===== src/rtl/hostbus_endian_bridge.sv =====
module hostbus_endian_bridge #(
  parameter int REG_ADDR_W = 6
) (
  input  logic                  clk,
  input  logic                  rst_n,
  input  logic [REG_ADDR_W+1:0] host_addr,
  input  logic [15:0]           host_wdata,
  input  logic                  host_wr,
  input  logic                  host_rd,
  input  logic                  bus16,
  input  logic                  little_en,
  input  logic                  addr_inv,
  output logic [15:0]           host_rdata,
  output logic [REG_ADDR_W-1:0] reg_addr,
  output logic                  reg_we,
  output logic [31:0]           reg_wdata,
  output logic                  reg_re,
  input  logic [31:0]           reg_rdata
);
  localparam int AW = REG_ADDR_W + 2;

  logic [1:0]  hlo, xmask, lane;
  logic        dswap, last_lane, first_lane;
  logic [15:0] wd, rsel;
  logic [31:0] hold_w, snap, merged, src;

  assign hlo        = bus16 ? {host_addr[1], 1'b0} : host_addr[1:0];
  assign xmask      = (little_en && !addr_inv) ? (bus16 ? 2'b10 : 2'b11) : 2'b00;
  assign lane       = hlo ^ xmask;
  assign dswap      = little_en & addr_inv & bus16;
  assign wd         = dswap ? {host_wdata[7:0], host_wdata[15:8]} : host_wdata;
  assign last_lane  = bus16 ? lane[1] : (lane == 2'b11);
  assign first_lane = (lane == 2'b00);

  always_comb begin
    merged = hold_w;
    if (bus16) merged[31 - 16*int'(lane[1]) -: 16] = wd;
    else       merged[31 - 8*int'(lane) -: 8]      = wd[7:0];
  end

  assign reg_addr  = host_addr[AW-1:2];
  assign reg_we    = host_wr & last_lane;
  assign reg_wdata = merged;
  assign reg_re    = host_rd & first_lane;

  assign src = first_lane ? reg_rdata : snap;

  always_comb begin
    if (bus16) rsel = src[31 - 16*int'(lane[1]) -: 16];
    else       rsel = {8'h00, src[31 - 8*int'(lane) -: 8]};
    if (dswap) rsel = {rsel[7:0], rsel[15:8]};
  end

  always_ff @(posedge clk or negedge rst_n) begin
    if (!rst_n) begin
      hold_w     <= '0;
      snap       <= '0;
      host_rdata <= '0;
    end else begin
      if (host_wr) hold_w <= merged;
      if (host_rd) begin
        if (first_lane) snap <= reg_rdata;
        host_rdata <= rsel;
      end
    end
  end
endmodule


===== config.mk =====
export PLATFORM = sky130hd
export DESIGN_NAME = hostbus_endian_bridge
export DESIGN_NICKNAME = d
export VERILOG_FILES = /design/src/rtl/hostbus_endian_bridge.sv
export SDC_FILE = /design/constraint.sdc
export NUM_CORES = 1
export LEC_CHECK = 0
export BUFFER_PORTS_ARGS = -buffer_cell sky130_fd_sc_hd__buf_2
export CAP_MARGIN = 30
export CORE_MARGIN = 2
export CORE_UTILIZATION = 50
export CTS_CLUSTER_SIZE = 20
export DETAILED_ROUTE_END_ITERATION = 12
export GPL_TIMING_DRIVEN = 0
export PLACE_DENSITY = 0.78
export SETUP_SLACK_MARGIN = 0.5
export SYNTH_ARGS = -nofsm -noshare
export SYNTH_HDL_FRONTEND = slang
export SYNTH_SLANG_ARGS = --single-unit

===== constraint.sdc =====
create_clock -name clk -period 3.2 [get_ports clk]
set_input_delay 0.32 -clock clk [delete_from_list [all_inputs] [get_ports clk]]
set_output_delay 0.32 -clock clk [all_outputs]
set_load 0.03 [all_outputs]

==> report_table.html, run 1 <==
<table>
<tr><th>Metric</th><th>Value</th></tr>
<tr><th colspan="2">Run status</th></tr>
<tr><td>Result of the run</td><td>finished clean</td></tr>
<tr><th colspan="2">CTS</th></tr>
<tr><td>Num CTS Buffers</td><td>9</td></tr>
<tr><td>Latest clock arrival within the worst-skew pair</td><td>0.36 ns</td></tr>
<tr><td>H-tree Lvls</td><td>3</td></tr>
<tr><td>Post-CTS setup buffer count</td><td>0</td></tr>
<tr><td>Clock-pin slew reported for the worst setup and hold paths after clock tree synthesis</td><td>0.09 ns</td></tr>
<tr><td>Clock Sink Count</td><td>72</td></tr>
<tr><td>CTS tree</td><td>done</td></tr>
<tr><td>Buffer type at the clock tree root</td><td>clkbuf_8</td></tr>
<tr><td>Longest Clk Path Bufs</td><td>2</td></tr>
<tr><th colspan="2">Pwr</th></tr>
<tr><td>Power density over cell area</td><td>610 nW/um2</td></tr>
<tr><td>Maximum VDD drop</td><td>0.000369 V</td></tr>
<tr><td>Part of the total power dissipated in sequential elements</td><td>0.371</td></tr>
<tr><td>Static Leak</td><td>2.56 nW</td></tr>
<tr><td>Combinational share of power</td><td>0.343</td></tr>
<tr><td>Pint</td><td>2.17 mW</td></tr>
<tr><td>Switching share of power</td><td>0.356</td></tr>
<tr><td>Clock power share</td><td>0.287</td></tr>
<tr><td>Switching power total</td><td>1.20 mW</td></tr>
<tr><th colspan="2">Placement</th></tr>
<tr><td>Pre-CTS setup slack</td><td>0.595 ns</td></tr>
<tr><td>Final Wtd Congestion</td><td>0.910</td></tr>
<tr><td>I/O Buffers</td><td>108</td></tr>
<tr><td>Number of instances in the placed design</td><td>666</td></tr>
<tr><td>Final HPWL DP</td><td>9980 um</td></tr>
<tr><th colspan="2">Setup path</th></tr>
<tr><td>Cells traversed along the worst timing path</td><td>buf_2, clkbuf_1, clkbuf_1, clkbuf_1, a21o_1, buf_2</td></tr>
<tr><td>Arrival time at the worst endpoint</td><td>2.30 ns</td></tr>
<tr><td>Class of the most critical setup path</td><td>in2out</td></tr>
<tr><td>R2R Setup Slk</td><td>1.73 ns</td></tr>
<tr><td>CP Launch Type</td><td>input pin</td></tr>
<tr><td>Top Family by Delay on Critical Path</td><td>buffers and inverters</td></tr>
<tr><td>Most used cell along the critical path</td><td>clkbuf_1</td></tr>
<tr><td>Cell type of the slowest stage on the worst timing path</td><td>clkbuf_1</td></tr>
<tr><td>Combined buffer and inverter count along the critical path</td><td>5</td></tr>
<tr><td>Required time at the worst-slack endpoint</td><td>2.88 ns</td></tr>
<tr><td>Critical path fanouts, max</td><td>10</td></tr>
<tr><td>CP endpoint kind</td><td>primary output</td></tr>
<tr><td>Worst stage delay on the critical path</td><td>0.57 ns</td></tr>
<tr><th colspan="2">Die</th></tr>
<tr><td>Count of pins on the block boundary</td><td>119</td></tr>
<tr><td>DIE AREA</td><td>9880 um2</td></tr>
<tr><td>Core Rows</td><td>34</td></tr>
<tr><td>Core region area</td><td>8760 um2</td></tr>
<tr><td>Die X-Extent</td><td>99.4 um</td></tr>
<tr><td>DIE HEIGHT</td><td>99.4 um</td></tr>
<tr><td>Effective utilization at floorplan</td><td>0.519</td></tr>
<tr><th colspan="2">Routing</th></tr>
<tr><td>Number of iterations in the first detailed-routing pass</td><td>7</td></tr>
<tr><td>Wire length after detailed routing</td><td>14200 um</td></tr>
<tr><td>Overall via count from detail_route</td><td>4398</td></tr>
<tr><td>Detailed Route Iter0 Violations</td><td>433</td></tr>
<tr><td>Number of remaining DRC errors</td><td>0</td></tr>
<tr><td>Post-route antenna net violation count</td><td>0</td></tr>
<tr><td>Average routed wire per standard cell</td><td>20.9 um</td></tr>
<tr><td>Via density per instance</td><td>6.45</td></tr>
<tr><th colspan="2">STA</th></tr>
<tr><td>Slew Limit Headroom</td><td>0.459</td></tr>
<tr><td>Final Slew Violations</td><td>0</td></tr>
<tr><td>RSZ-0062 raised after global routing</td><td>no</td></tr>
<tr><td>Minimum hold slack</td><td>0.182 ns</td></tr>
<tr><td>Final period demand of the worst path</td><td>2.62 ns</td></tr>
<tr><td>Sum Neg Setup Slack</td><td>0 ns</td></tr>
<tr><td>Worst slew pin tran</td><td>0.812 ns</td></tr>
<tr><td>Share of the clock period used by the worst path</td><td>0.818</td></tr>
<tr><td>Worst-case clock skew</td><td>0.0158 ns</td></tr>
<tr><td>Final worst setup slack</td><td>0.581 ns</td></tr>
<tr><td>FMAX</td><td>0.382 GHz</td></tr>
<tr><td>Final Setup Violations</td><td>0</td></tr>
<tr><td>Final hold violation count</td><td>0</td></tr>
<tr><th colspan="2">Global route</th></tr>
<tr><td>Global-route wire length before repair</td><td>22300 um</td></tr>
<tr><td>Pin count of the biggest net entering global routing</td><td>72</td></tr>
<tr><td>Vias in the first global route</td><td>4347</td></tr>
<tr><td>Initial antenna violation count</td><td>0</td></tr>
<tr><td>Global-route congestion overflow total</td><td>0</td></tr>
<tr><td>Overall Global Routing Usage</td><td>0.290</td></tr>
<tr><th colspan="2">Synth</th></tr>
<tr><td>Number of flops mapped to enable cells by yosys</td><td>0</td></tr>
<tr><td>Compound-cell area share of the yosys netlist</td><td>0.245</td></tr>
<tr><td>YS warnings</td><td>0</td></tr>
<tr><td>Prevailing post-synth register cell</td><td>dfrtp_1</td></tr>
<tr><td>Post-synthesis xor/xnor area fraction</td><td>0.0110</td></tr>
<tr><td>Combinational family with the most area after synthesis</td><td>compound AO/OA/AOI/OAI gates</td></tr>
<tr><td>Post-Synthesis Cell Area</td><td>4550 um2</td></tr>
<tr><td>Post-synthesis share of cell area spent on full adders, half adders and majority gates</td><td>0</td></tr>
<tr><td>Count of cell types in the netlist</td><td>55</td></tr>
<tr><td>Synth Register Bits</td><td>72</td></tr>
<tr><td>Proportion of synthesized area in mux cells</td><td>0.195</td></tr>
<tr><td>Cells after synthesis</td><td>449</td></tr>
<tr><td>Synth Area in Simple Gates</td><td>0.104</td></tr>
<tr><td>Sequential-to-total area share from yosys stat</td><td>0.396</td></tr>
<tr><td>Syn nets</td><td>512</td></tr>
<tr><td>Share of synthesized registers carrying an async set or reset</td><td>1.00</td></tr>
<tr><td>Mean area per synthesized cell</td><td>10.1 um2</td></tr>
<tr><th colspan="2">Cells and area</th></tr>
<tr><td>Area delta synth-&gt;final</td><td>21.5%</td></tr>
<tr><td>Layout Nets</td><td>633</td></tr>
<tr><td>Layout Utilization</td><td>0.631</td></tr>
<tr><td>Number of cells in the finished layout apart from fillers</td><td>682</td></tr>
<tr><td>Commonest cells after routing, fill and taps aside</td><td>119 x buf_2, 72 x dfrtp_1, 59 x mux2_2</td></tr>
<tr><td>Antenna Cells</td><td>0</td></tr>
<tr><td>Leading cell type in the layout, fill and taps excluded</td><td>buf_2</td></tr>
<tr><td>Share of cells above drive strength 1</td><td>0.390</td></tr>
<tr><th colspan="2">Min path</th></tr>
<tr><td>Type of the most critical hold path</td><td>in2reg</td></tr>
<tr><th colspan="2">Flow run</th></tr>
<tr><td>Max_cap viols</td><td>0</td></tr>
</table>
[metrics by stage]
| step | instance area [um2] | total power [mW] |
|---|---|---|
| finish | 5530 | 3.37 |
| global route | 5530 | 3.51 |
| CTS | 5520 | 3.36 |
| detailed placement | 5260 | 2.40 |
| global placement | 5230 | 2.34 |
| floorplan | 4550 | 2.04 |
[metal layers]
layer,track usage,up-vias,wire length [um]
li1,-,1959,-
met1,0.385,2099,5570
met2,0.471,307,6920
met3,0.0499,33,1380
met4,0.125,0,371
met5,0,-,0
[state kept, by name (all words and copies together), names as in the netlist]
| name | flops |
|---|---|
| hold_w | 32 |
| snap | 24 |
| host_rdata | 16 |
[power groups by stage]
stage	Combinational [mW]	Sequential [mW]	Clock, mW
2_1_floorplan	0.762	1.28	0
3_3_place_gp	1.10	1.24	0
3_5_place_dp	1.14	1.26	0
4_1_cts	1.15	1.24	0.969
5_1_grt	1.23	1.27	1.00
6_report	1.16	1.25	0.967
[Yosys cell counts, drive strengths merged (2+ instances only)]
cell type / instances / area (um2)
a211oi: 2 / 15.0
a21bo: 5 / 50.1
a21o: 9 / 67.6
a21oi: 22 / 110
a221o: 2 / 20.0
a221oi: 16 / 140
a222oi: 7 / 70.1
a22o: 16 / 149
a22oi: 2 / 15.0
a31oi: 9 / 56.3
a32oi: 7 / 61.3
and2: 4 / 25.0
and3: 3 / 18.8
buf: 22 / 146
clkbuf: 15 / 56.3
dfrtp: 72 / 1800
inv: 5 / 18.8
mux2: 64 / 739
mux2i: 15 / 150
nand2: 45 / 169
nand2b: 2 / 12.5
nand3: 8 / 52.6
nand4: 2 / 12.5
nor2: 26 / 103
nor2b: 5 / 38.8
o21a: 2 / 15.0
o21ai: 22 / 110
o221ai: 7 / 61.3
o22a: 5 / 43.8
o22ai: 11 / 68.8
xnor2: 3 / 41.3
[worst paths after layout]
check	from	endpoint	depth (start not counted)
worst max register to register	snap[2]$_DFFE_PN0P_	host_rdata[2]$_DFFE_PN0P_	4
worst max-delay path	bus16	reg_wdata[13]	6
min in group asynchronous	rst_n	hold_w[17]$_DFFE_PN0P_	2
max in group asynchronous	rst_n	snap[2]$_DFFE_PN0P_	3
worst min-delay path	reg_rdata[5]	snap[5]$_DFFE_PN0P_	2
worst min register to register	hold_w[20]$_DFFE_PN0P_	hold_w[20]$_DFFE_PN0P_	2
[cell type report]
cell class              instances  area (um2)
fillers                       742        3230
flip-flops and latches         72        1800
clock buffers                  10         128
multi-input cells             334        2530
clock inverters                 5         129
plain buffers                  37         203
inverters                       6        22.5
well taps                     108         135
repair buffers                110         581
[cell families (layout without fill, tap and decap cells)]
family | Yosys count | count (layout)
XOR/XNOR | 4 | 4
AO/OA/AOI/OAI | 151 | 151
AND/OR/NAND/NOR | 100 | 100
buffers and inverters | 43 | 168
multiplexers | 79 | 79
flip-flops | 72 | 72
[what timing repair did]
action,CTS,global route
resized for setup,0,1
hold buffers,1,0
endpoints found under the setup margin,0,5
hold endpoints to repair,1,0
Note: power is estimated with default switching activity, not from simulation.
==> run 2: changes to the inputs <==
--- a/config.mk
+++ b/config.mk
@@ -8,11 +8,11 @@
 export BUFFER_PORTS_ARGS = -buffer_cell sky130_fd_sc_hd__buf_2
 export CAP_MARGIN = 30
 export CORE_MARGIN = 2
-export CORE_UTILIZATION = 50
+export CORE_UTILIZATION = 48
 export CTS_CLUSTER_SIZE = 20
 export DETAILED_ROUTE_END_ITERATION = 12
 export GPL_TIMING_DRIVEN = 0
-export PLACE_DENSITY = 0.78
+export PLACE_DENSITY = 0.79
 export SETUP_SLACK_MARGIN = 0.5
 export SYNTH_ARGS = -nofsm -noshare
 export SYNTH_HDL_FRONTEND = slang
==> constraint.sdc (replaced) <==
create_clock -name clk -period 2.4 [get_ports clk]
set_input_delay 0.24 -clock clk [delete_from_list [all_inputs] [get_ports clk]]
set_output_delay 0.24 -clock clk [all_outputs]
set_load 0.03 [all_outputs]
==> run 2 against run 1 <==
  * Setup slack worse by 0.11 ns
  * Combinational power is 54% higher
  * Clock power up 8%
  * Largest power group is now combinational logic
==> report_table.html, run 2 (same netlist as run 1, synthesis figures left out) <==
<table>
<tr><th>Metric</th><th>Value</th></tr>
<tr><th colspan="2">Cells and area</th></tr>
<tr><td>Most flops, register</td><td>hold_w</td></tr>
<tr><td>Leading registers by flop count</td><td>hold_w (32), snap (24), host_rdata (16)</td></tr>
<tr><td>Area used by multi-input combinational logic</td><td>2850 um2 (+13%)</td></tr>
<tr><td>Filler instances</td><td>708 (-4.6%)</td></tr>
<tr><td>Antenna Cells</td><td>0 (unchanged)</td></tr>
<tr><td>Number of flip-flops under the largest register name</td><td>32 (unchanged)</td></tr>
<tr><td>Sequential cell area</td><td>1800 um2 (unchanged)</td></tr>
<tr><td>Layout Nets</td><td>649 (+2.5%)</td></tr>
<tr><td>Share of cells above drive strength 1</td><td>0.479 (+0.0886)</td></tr>
<tr><td>Leading cell type in the layout, fill and taps excluded</td><td>buf_2</td></tr>
<tr><td>Commonest cells after routing, fill and taps aside</td><td>93 x buf_2, 72 x dfrtp_1, 52 x mux2_2</td></tr>
<tr><td>Final cell area excluding filler cells</td><td>6150 um2 (+11%)</td></tr>
<tr><td>Area delta synth-&gt;final</td><td>35.2%</td></tr>
<tr><td>Number of cells in the finished layout apart from fillers</td><td>720 (+5.6%)</td></tr>
<tr><th colspan="2">Setup path</th></tr>
<tr><td>CP endpoint kind</td><td>primary output</td></tr>
<tr><td>Startpoint of the lowest-slack register-to-register path</td><td>snap[2]$_DFFE_PN0P_</td></tr>
<tr><td>Critical path fanouts, max</td><td>10 (unchanged)</td></tr>
<tr><td>Cell type of the slowest stage on the worst timing path</td><td>nor2_1</td></tr>
<tr><td>Cells traversed along the worst timing path</td><td>buf_6, buf_6, nor2_1, a22o_4, buf_6, nand3_1, o21ai_0, nand2b_1, buf_4</td></tr>
<tr><td>Worst stage delay on the critical path</td><td>0.22 ns (-0.35 ns)</td></tr>
<tr><td>CP startpoint</td><td>host_addr[1]</td></tr>
<tr><td>Required time at the worst-slack endpoint</td><td>2.16 ns (-0.72 ns)</td></tr>
<tr><td>Most used cell along the critical path</td><td>buf_6</td></tr>
<tr><td>Combined buffer and inverter count along the critical path</td><td>4 (-1)</td></tr>
<tr><td>Class of the most critical setup path</td><td>in2out</td></tr>
<tr><td>CP Launch Type</td><td>input pin</td></tr>
<tr><td>Top Family by Delay on Critical Path</td><td>buffers and inverters</td></tr>
<tr><td>Arrival time at the worst endpoint</td><td>1.68 ns (-0.62 ns)</td></tr>
<tr><th colspan="2">STA</th></tr>
<tr><td>Final period demand of the worst path</td><td>1.92 ns</td></tr>
<tr><td>Worst slew pin tran</td><td>0.843 ns (+0.0314 ns)</td></tr>
<tr><td>Final hold violation count</td><td>0 (unchanged)</td></tr>
<tr><td>FMAX</td><td>0.520 GHz</td></tr>
<tr><td>Final Slew Violations</td><td>0 (unchanged)</td></tr>
<tr><td>Share of the clock period used by the worst path</td><td>0.802</td></tr>
<tr><td>RSZ-0062 raised after global routing</td><td>yes</td></tr>
<tr><td>Worst-case clock skew</td><td>0.00468 ns (-0.0111 ns)</td></tr>
<tr><td>Minimum hold slack</td><td>0.111 ns (-0.0712 ns)</td></tr>
<tr><td>Slew Limit Headroom</td><td>0.438 (-0.0209)</td></tr>
<tr><td>Final Setup Violations</td><td>0 (unchanged)</td></tr>
<tr><th colspan="2">Routing</th></tr>
<tr><td>Average routed wire per standard cell</td><td>21.6 um (+3.5%)</td></tr>
<tr><td>Wire length after detailed routing</td><td>15600 um (+9.2%)</td></tr>
<tr><td>Detailed Route Iter0 Violations</td><td>543 (+25%)</td></tr>
<tr><td>Overall via count from detail_route</td><td>4633 (+5.3%)</td></tr>
<tr><td>Number of remaining DRC errors</td><td>0 (unchanged)</td></tr>
<tr><td>Post-route antenna net violation count</td><td>0 (unchanged)</td></tr>
<tr><td>Number of iterations in the first detailed-routing pass</td><td>5 (-2)</td></tr>
<tr><td>Via density per instance</td><td>6.43 (-0.22%)</td></tr>
<tr><th colspan="2">Global route</th></tr>
<tr><td>Global-route congestion overflow total</td><td>0 (unchanged)</td></tr>
<tr><td>Initial antenna violation count</td><td>0 (unchanged)</td></tr>
<tr><td>Global-route wire length before repair</td><td>22700 um (+1.8%)</td></tr>
<tr><td>Pin count of the biggest net entering global routing</td><td>73 (+1.4%)</td></tr>
<tr><td>Vias in the first global route</td><td>4372 (+0.58%)</td></tr>
<tr><td>Overall Global Routing Usage</td><td>0.286 (-0.00481)</td></tr>
<tr><th colspan="2">Die</th></tr>
<tr><td>Core Rows</td><td>35 (+2.9%)</td></tr>
<tr><td>DIE HEIGHT</td><td>101 um (+2.0%)</td></tr>
<tr><td>Die X-Extent</td><td>101 um (+2.0%)</td></tr>
<tr><td>Effective utilization at floorplan</td><td>0.493 (-0.0268)</td></tr>
<tr><td>Core region area</td><td>9240 um2 (+5.4%)</td></tr>
<tr><td>DIE AREA</td><td>10300 um2 (+4.0%)</td></tr>
<tr><td>Count of pins on the block boundary</td><td>119 (unchanged)</td></tr>
<tr><th colspan="2">Min path</th></tr>
<tr><td>Type of the most critical hold path</td><td>in2reg</td></tr>
<tr><td>Hold Path Origin</td><td>reg_rdata[4]</td></tr>
<tr><th colspan="2">Flow run</th></tr>
<tr><td>Max_cap viols</td><td>0 (unchanged)</td></tr>
<tr><th colspan="2">Pwr</th></tr>
<tr><td>Power density over cell area</td><td>733 nW/um2 (+20%)</td></tr>
<tr><td>Sum of internal, switching and leakage power</td><td>4.51 mW (+34%)</td></tr>
<tr><td>Static Leak</td><td>2.78 nW (+8.9%)</td></tr>
<tr><td>Maximum VDD drop</td><td>0.000409 V (+11%)</td></tr>
<tr><th colspan="2">CTS</th></tr>
<tr><td>Latest clock arrival within the worst-skew pair</td><td>0.36 ns (about the same)</td></tr>
<tr><td>Num CTS Buffers</td><td>9 (unchanged)</td></tr>
<tr><td>Clock-pin slew reported for the worst setup and hold paths after clock tree synthesis</td><td>0.08 ns (about the same)</td></tr>
<tr><td>CTS tree</td><td>done</td></tr>
<tr><td>H-tree Lvls</td><td>3 (unchanged)</td></tr>
<tr><td>Clock Sink Count</td><td>72 (unchanged)</td></tr>
<tr><td>Longest Clk Path Bufs</td><td>2 (unchanged)</td></tr>
<tr><td>Buffer type at the clock tree root</td><td>clkbuf_8</td></tr>
<tr><th colspan="2">Placement</th></tr>
<tr><td>I/O Buffers</td><td>108 (unchanged)</td></tr>
<tr><td>DP Area</td><td>5270 um2 (+0.29%)</td></tr>
<tr><td>Number of instances in the placed design</td><td>686 (+3.0%)</td></tr>
<tr><td>Final HPWL DP</td><td>9790 um (-1.9%)</td></tr>
<tr><td>Final Wtd Congestion</td><td>0.930 (+2.3%)</td></tr>
<tr><th colspan="2">Run status</th></tr>
<tr><td>Result of the run</td><td>finished clean</td></tr>
</table>
## run 2: final cells by class
class                           instances  area share
Multi-Input combinational cell        335       0.463
Timing Repair Buffer                  125       0.134
Sequential cell                        72       0.293
Clock inverter                          5      0.0104
Clock buffer                           11      0.0230
Tap cell                              129      0.0262
Inverter                                6     0.00366
Buffer                                 37      0.0468
## run 2: worst paths after layout
| kind | slack, ns | cells after the start | end |
|---|---|---|---|
| min | 0.11 | 2 | snap[4]$_DFFE_PN0P_ |
| max reg2reg | 0.93 | 4 | host_rdata[2]$_DFFE_PN0P_ |
| min in group asynchronous | 0.22 | 2 | hold_w[7]$_DFFE_PN0P_ |
| max in group asynchronous | 1.64 | 3 | host_rdata[7]$_DFFE_PN0P_ |
| max | 0.48 | 9 | reg_wdata[31] |
| min reg2reg | 0.49 | 2 | hold_w[4]$_DFFE_PN0P_ |
## run 2: metrics by stage
stage               setup TNS [ns]  utilization  setup slack, ns
finish                           0        0.666            0.476
global route                     0        0.666            0.429
CTS                              0        0.626            0.421
detailed placement         -0.0303        0.571          -0.0172
global placement           -0.0469        0.570          -0.0122
floorplan                        0            -            0.429
## run 2: worst reg2reg max path, delay by kind of cell (launching register included)
family | cells | cell delay (ns)
flops | 1 | 0.45
compound gates | 3 | 0.61
mux | 1 | 0.30
## run 2: repair_timing
item / in CTS / in global routing
hold endpoints to repair: 0 / 72
hold buffers: 0 / 1
buffers inserted: 10 / 4
gates cloned: 1 / 1
pin swaps: 7 / 12
resized for setup: 54 / 83
setup endpoints to repair: 40 / 44
## run 2: per-layer routing
layer  global-route usage  share of wire  up-vias
met4                0.142          0.036        0
met1                0.386           0.40     2263
met3               0.0642          0.097       63
met2                0.434           0.47      311
met5                    0              0        -
li1                     -              -     1996
## run 2: where the power goes
| part | leakage, nW | internal, mW | switching (mW) |
|---|---|---|---|
| Clock | 0.100 | 0.517 | 0.521 |
| Combinational | 1.83 | 0.794 | 0.999 |
| Sequential | 0.855 | 1.48 | 0.204 |
